File: src/rtl/gpio_bank_pkg.sv
`timescale 1ns/1ps
package gpio_bank_pkg;
  localparam int WORD_W   = 32;
  localparam int NUM_FEAT = 8;

  // Group order is part of the address map.
  typedef enum logic [2:0] {
    FEAT_LEVEL   = 3'd0,
    FEAT_DIR     = 3'd1,
    FEAT_SET     = 3'd2,
    FEAT_CLR     = 3'd3,
    FEAT_RISE_EN = 3'd4,
    FEAT_FALL_EN = 3'd5,
    FEAT_STATUS  = 3'd6,
    FEAT_ALT     = 3'd7
  } feat_e;

  typedef struct packed {
    logic       hit;
    feat_e      feat;
    logic [7:0] idx;
  } dec_t;
endpackage

File: src/rtl/gpio_rst_sync.sv
`timescale 1ns/1ps
module gpio_rst_sync (
  input  logic clk,
  input  logic arst_n,
  output logic rst_n_o
);
  logic [1:0] stage_q;

  always_ff @(posedge clk or negedge arst_n) begin
    if (!arst_n) stage_q <= 2'b00;
    else         stage_q <= {stage_q[0], 1'b1};
  end

  assign rst_n_o = stage_q[1];
endmodule

File: src/rtl/gpio_addr_decode.sv
`timescale 1ns/1ps
module gpio_addr_decode
  import gpio_bank_pkg::*;
#(
  parameter int NREG   = 2,
  parameter int ADDR_W = 8
) (
  input  logic [ADDR_W-1:0] addr,
  output dec_t              dec
);
  localparam int WA = ADDR_W - 2;

  logic [WA-1:0] word;
  logic          unused_lsb;

  assign word       = addr[ADDR_W-1:2];
  assign unused_lsb = ^addr[1:0];

  // Range compare per group; the function group spans twice the words.
  always_comb begin
    dec = '0;
    for (int f = 0; f < NUM_FEAT; f++) begin
      if ((int'(word) >= f * NREG) &&
          (int'(word) < f * NREG + ((f == NUM_FEAT - 1) ? 2 * NREG : NREG))) begin
        dec.hit  = 1'b1;
        dec.feat = feat_e'(3'(f));
        dec.idx  = 8'(int'(word) - f * NREG);
      end
    end
  end
endmodule

File: src/rtl/gpio_in_sync.sv
`timescale 1ns/1ps
module gpio_in_sync #(
  parameter int N = 64
) (
  input  logic         clk,
  input  logic         rst_n,
  input  logic [N-1:0] pin_in,
  output logic [N-1:0] level,
  output logic [N-1:0] rise,
  output logic [N-1:0] fall
);
  logic [N-1:0] meta_q, sync_q, prev_q;

  always_ff @(posedge clk or negedge rst_n) begin
    if (!rst_n) begin
      meta_q <= '0;
      sync_q <= '0;
      prev_q <= '0;
    end else begin
      meta_q <= pin_in;
      sync_q <= meta_q;
      prev_q <= sync_q;
    end
  end

  assign level = sync_q;
  assign rise  = sync_q & ~prev_q;
  assign fall  = ~sync_q & prev_q;
endmodule

File: src/rtl/gpio_edge_latch.sv
`timescale 1ns/1ps
module gpio_edge_latch #(
  parameter int N = 64
) (
  input  logic         clk,
  input  logic         rst_n,
  input  logic [N-1:0] rise,
  input  logic [N-1:0] fall,
  input  logic [N-1:0] rise_en,
  input  logic [N-1:0] fall_en,
  input  logic [N-1:0] clr,
  output logic [N-1:0] status
);
  for (genvar i = 0; i < N; i++) begin : g_pin
    logic st_q, st_d;

    // A new edge wins over a clear in the same cycle.
    always_comb begin
      st_d = (st_q & ~clr[i]) | (rise[i] & rise_en[i]) | (fall[i] & fall_en[i]);
    end

    always_ff @(posedge clk or negedge rst_n) begin
      if (!rst_n) st_q <= 1'b0;
      else        st_q <= st_d;
    end

    assign status[i] = st_q;
  end
endmodule

File: src/rtl/gpio_bank_ctrl.sv
`timescale 1ns/1ps
module gpio_bank_ctrl
  import gpio_bank_pkg::*;
#(
  parameter int NPINS  = 64,
  parameter int ADDR_W = 8
) (
  input  logic                 clk,
  input  logic                 rst_n,
  input  logic [ADDR_W-1:0]    bus_addr,
  input  logic [31:0]          bus_wdata,
  input  logic                 bus_we,
  input  logic                 bus_re,
  output logic [31:0]          bus_rdata,
  input  logic [NPINS-1:0]     pin_in,
  output logic [NPINS-1:0]     pin_oe,
  output logic [NPINS-1:0]     pin_out,
  output logic [2*NPINS-1:0]   func_sel,
  output logic                 irq
);
  localparam int NREG = NPINS / WORD_W;
  localparam int BW   = $clog2(2 * NPINS);

  logic rst_core_n;
  dec_t dec;
  logic [BW-1:0] wbase;
  logic          wr_hit;

  logic [NPINS-1:0]   dir_q, dir_d, out_q, out_d;
  logic [NPINS-1:0]   ren_q, ren_d, fen_q, fen_d;
  logic [2*NPINS-1:0] alt_q, alt_d;
  logic [NPINS-1:0]   clr_mask, level, rise, fall, status;
  logic [31:0]        rd_val, rdata_q, rdata_d;

  gpio_rst_sync u_rst (
    .clk     (clk),
    .arst_n  (rst_n),
    .rst_n_o (rst_core_n)
  );

  gpio_addr_decode #(.NREG(NREG), .ADDR_W(ADDR_W)) u_dec (
    .addr (bus_addr),
    .dec  (dec)
  );

  gpio_in_sync #(.N(NPINS)) u_sync (
    .clk    (clk),
    .rst_n  (rst_core_n),
    .pin_in (pin_in),
    .level  (level),
    .rise   (rise),
    .fall   (fall)
  );

  gpio_edge_latch #(.N(NPINS)) u_edge (
    .clk     (clk),
    .rst_n   (rst_core_n),
    .rise    (rise),
    .fall    (fall),
    .rise_en (ren_q),
    .fall_en (fen_q),
    .clr     (clr_mask),
    .status  (status)
  );

  assign wbase  = BW'(dec.idx) << 5;
  assign wr_hit = bus_we & dec.hit;

  // Register next state
  always_comb begin
    dir_d    = dir_q;
    out_d    = out_q;
    ren_d    = ren_q;
    fen_d    = fen_q;
    alt_d    = alt_q;
    clr_mask = '0;
    if (wr_hit) begin
      case (dec.feat)
        FEAT_DIR:     dir_d[wbase +: 32]    = bus_wdata;
        FEAT_SET:     out_d[wbase +: 32]    = out_q[wbase +: 32] | bus_wdata;
        FEAT_CLR:     out_d[wbase +: 32]    = out_q[wbase +: 32] & ~bus_wdata;
        FEAT_RISE_EN: ren_d[wbase +: 32]    = bus_wdata;
        FEAT_FALL_EN: fen_d[wbase +: 32]    = bus_wdata;
        FEAT_STATUS:  clr_mask[wbase +: 32] = bus_wdata;
        FEAT_ALT:     alt_d[wbase +: 32]    = bus_wdata;
        default:      ;
      endcase
    end
  end

  // Read multiplexer
  always_comb begin
    rd_val = '0;
    if (dec.hit) begin
      case (dec.feat)
        FEAT_LEVEL:   rd_val = level[wbase +: 32];
        FEAT_DIR:     rd_val = dir_q[wbase +: 32];
        FEAT_RISE_EN: rd_val = ren_q[wbase +: 32];
        FEAT_FALL_EN: rd_val = fen_q[wbase +: 32];
        FEAT_STATUS:  rd_val = status[wbase +: 32];
        FEAT_ALT:     rd_val = alt_q[wbase +: 32];
        default:      rd_val = '0;
      endcase
    end
    rdata_d = bus_re ? rd_val : rdata_q;
  end

  always_ff @(posedge clk or negedge rst_core_n) begin
    if (!rst_core_n) begin
      dir_q   <= '0;
      out_q   <= '0;
      ren_q   <= '0;
      fen_q   <= '0;
      alt_q   <= '0;
      rdata_q <= '0;
    end else begin
      dir_q   <= dir_d;
      out_q   <= out_d;
      ren_q   <= ren_d;
      fen_q   <= fen_d;
      alt_q   <= alt_d;
      rdata_q <= rdata_d;
    end
  end

  assign bus_rdata = rdata_q;
  assign pin_oe    = dir_q;
  assign pin_out   = out_q;
  assign func_sel  = alt_q;
  assign irq       = |status;
endmodule

File: config.mk
export PLATFORM = sky130hd
export DESIGN_NAME = gpio_bank_ctrl
export DESIGN_NICKNAME = d
export VERILOG_FILES = /design/src/rtl/gpio_bank_pkg.sv /design/src/rtl/gpio_rst_sync.sv /design/src/rtl/gpio_addr_decode.sv /design/src/rtl/gpio_in_sync.sv /design/src/rtl/gpio_edge_latch.sv /design/src/rtl/gpio_bank_ctrl.sv
export SDC_FILE = /design/constraint.sdc
export NUM_CORES = 1
export LEC_CHECK = 0
export BUFFER_PORTS_ARGS = -buffer_cell sky130_fd_sc_hd__buf_4
export CORE_ASPECT_RATIO = 1.2
export CORE_MARGIN = 2
export CORE_UTILIZATION = 52
export CTS_CLUSTER_SIZE = 40
export DETAILED_ROUTE_END_ITERATION = 10
export GPL_TIMING_DRIVEN = 0
export PLACE_DENSITY = 0.87
export SYNTH_ARGS = -nofsm -noshare
export SYNTH_HDL_FRONTEND = slang
export SYNTH_SLANG_ARGS = --single-unit
File: constraint.sdc
create_clock -name clk -period 20.8 [get_ports clk]
set_clock_uncertainty 0.2 [all_clocks]
set_input_delay 4.16 -clock clk [delete_from_list [all_inputs] [get_ports clk]]
set_output_delay 4.16 -clock clk [all_outputs]
set_load 0.03 [all_outputs]
==> results_dict.tcl <==
set metrics [dict create \
    status "finished clean" \
    cts_hold_buf 0 \
    syn_nets 2761 \
    via_count 26067 \
    synth_area_leader_cell "dfrtp_1" \
    cts_resized 0 \
    final_cell_mix "dfrtp_1, nand2_1, buf_4" \
    finalCriticalPeriod_ns 8.41 \
    drt-pass1-iter-count 7 \
    avgSynthCellArea_um2 10.6 \
    synthFlopType "dfrtp_1" \
    io_buffers 389 \
    cp.required_ns 21.13 \
    crit_type "in2reg" \
    cts_tree "done" \
    slew_viol_final 0 \
    overflow 0 \
    total_power_mw 3.25 \
    htree_levels 3 \
    netlist_area_um2 28100 \
    finalNonFillerCells 3890 \
    clockBufferDepth 3 \
    drc 0 \
    worst_slew_pin_slew_ns 1.29 \
    grt_start_max_net_pins 72 \
    path_buf_inv 4 \
    grt_use_total_pct 41.2 \
    critPathMaxFanout 11 \
    fillers 4079 \
    fin_crit_sh_pct 40.4 \
    synth_seq_cells 674 \
    cts.sinks 674 \
    antenna_found_initial 3 \
    hold_violations 0 \
    path_cells "buf_2 > nand2b_1 > nand2b_1 > clkbuf_1 > clkbuf_1 > ha_1 > nor2_1 > clkbuf_1 > nand2_1 > o21ai_0 > o211ai_1" \
    post-route-util_pct 64.7 \
    clk_pin_slew_ns 0.07 \
    dp.cells 3764 \
    critPathLaunchType "primary input" \
    worstSkewPairLatency_ns 0.65 \
    syn2layout_area_growth_pct 23.0 \
    path_common_cell "clkbuf_1" \
    ys_types 68 \
    fin_setup_tns_ns 0 \
    relSlewSlack_pct 13.5 \
    setup-violations-final 0 \
    ir_worst_vdd_mv 0.0680 \
    layout_setup_ws_ns 12.39 \
    cts_made_buffers 67 \
    grt_pass1_wl_um 167000 \
    design.die.area_um2 56000 \
    critPathSlowestCell "clkbuf_1" \
    maxCapViolCount 0 \
    antenna_left 0 \
    yosysWarnings 0 \
    cts_root_buf "clkbuf_16" \
    synth_enable_flop_cells 0 \
    start_util_pct 52.6 \
    hold_class "reg2reg" \
    final_common_cell "dfrtp_1" \
    dp_slack_ns 12.19 \
    routed_wirelength_um 116000 \
    die_h_um 259 \
    yosysSeqAreaShare_pct 59.9 \
    core_um2 53500 \
    drt-wirelength-per-cell_um 29.8 \
    drive_gt1_share_pct 20.8 \
    dieWidth_um 216 \
    reg2reg_slack_ns 18.47 \
    synthTopCellsByArea "dfrtp_1, nand2_1, o21ai_0, a22o_1, mux2_2" \
    fmax_mhz 119 \
    cts_setup_buffers 0 \
    power.density_nw_per_um2 94.0 \
    nNetsFinal 3232 \
    first_iter_violations 4221 \
    gp_congestion 1.03 \
    yosys.area.top_type_share_pct 59.9 \
    cp.arrival_ns 8.74 \
    cp_top_family "buffers and inverters" \
    io_pins 397 \
    dp_hpwl_um 82400 \
    vias_per_cell 6.70 \
    max_stage_delay_ns 0.75 \
    cp-end-kind "flop" \
    synthArstFlopShare_pct 100 \
    rsz0062_at_grt "no" \
    synth_cells 2650 \
    p_leak_nw 15.7 \
    rows 93 \
    grt_pass1_vias 25321 \
]
path summary, 6_finish.rpt:
check                                       from                    end  cells after the start
worst min register to register  u_sync.meta_q[7]        u_sync.level[7]                      0
min in group asynchronous       u_rst.stage_q[1]      u_sync.meta_q[16]                      0
worst max register to register  u_rst.stage_q[1]       u_sync.level[11]                      4
worst min-delay path            u_sync.meta_q[7]        u_sync.level[7]                      0
max in group asynchronous                  rst_n       u_rst.stage_q[1]                      1
worst max-delay path                 bus_addr[2]  u_edge.g_pin[56].st_q                     11
synthesized netlist by cell type (34+ instances only):
cell	instances
dfrtp_1	674
nand2_1	602
o21ai_0	318
clkbuf_1	124
nor2_1	74
a22o_1	70
o31ai_1	66
a21oi_1	57
mux2i_1	49
buf_2	47
mux2_2	47
o22ai_1	38
nand3b_1	34
area by class of cell:
cell class	count	area (um^2)	share of cell area (%)
Timing Repair Buffer	402	3240	9.35
Sequential cell	674	16900	48.7
Tap cell	712	891	2.57
Antenna cell	4	10.0	0.0289
Clock inverter	28	360	1.04
Clock buffer	94	1960	5.66
Multi-Input combinational cell	1766	10400	30.0
Buffer	184	795	2.29
Inverter	26	97.6	0.282
flip-flops by register name (all words and copies together) (netlist names):
| name | count |
|---|---|
| func_sel | 128 |
| fen_q | 64 |
| pin_oe | 64 |
| pin_out | 64 |
| ren_q | 64 |
| u_edge.g_pin.st_q | 64 |
| u_sync.level | 64 |
| u_sync.meta_q | 64 |
| u_sync.prev_q | 64 |
| bus_rdata | 32 |
| u_rst.stage_q | 2 |
per-stage QoR:
step	cell area (um^2)	hold WS (ns)
after floorplan	28100	0.131
after global placement	32000	0.132
after detailed placement	32300	0.135
after CTS	34600	0.147
after global routing	34600	0.151
final	34600	0.139
worst register-to-register path: cells and delay by family, from the launching register on:
family / cells / cell delay (ns)
buffers and inverters: 4 / 1.40
DFF: 1 / 0.84
metal layers:
| layer | vias up | GRT usage, % | share of wire (%) |
|---|---|---|---|
| met4 | 2 | 33.8 | 10 |
| li1 | 10460 | - | - |
| met1 | 12558 | 48.5 | 33 |
| met2 | 2340 | 59.2 | 42 |
| met5 | - | 0.342 | 0.0095 |
| met3 | 707 | 16.9 | 15 |
logic make-up (layout without fill, tap and decap cells):
logic type | after synthesis | in the layout | synth area share (%)
flip-flops | 674 | 674 | 59.9
AND/OR/NAND/NOR | 848 | 848 | 13.4
buffers and inverters | 210 | 734 | 3.17
AO/OA/AOI/OAI | 818 | 818 | 19.7
other | 1 | 5 | 0.0133
adder cells (fa/ha/maj) | 3 | 3 | 0.133
multiplexers | 96 | 96 | 3.62
power by group:
| group | leakage (nW) | internal (mW) | switching, mW | total [mW] |
|---|---|---|---|---|
| clock | 1.14 | 0.750 | 0.544 | 1.29 |
| combinational | 5.97 | 0.164 | 0.271 | 0.435 |
| sequential | 8.60 | 1.41 | 0.115 | 1.52 |
| total | 15.7 | 2.32 | 0.929 | 3.25 |
No activity file was read; power rests on OpenSTA's default activity.
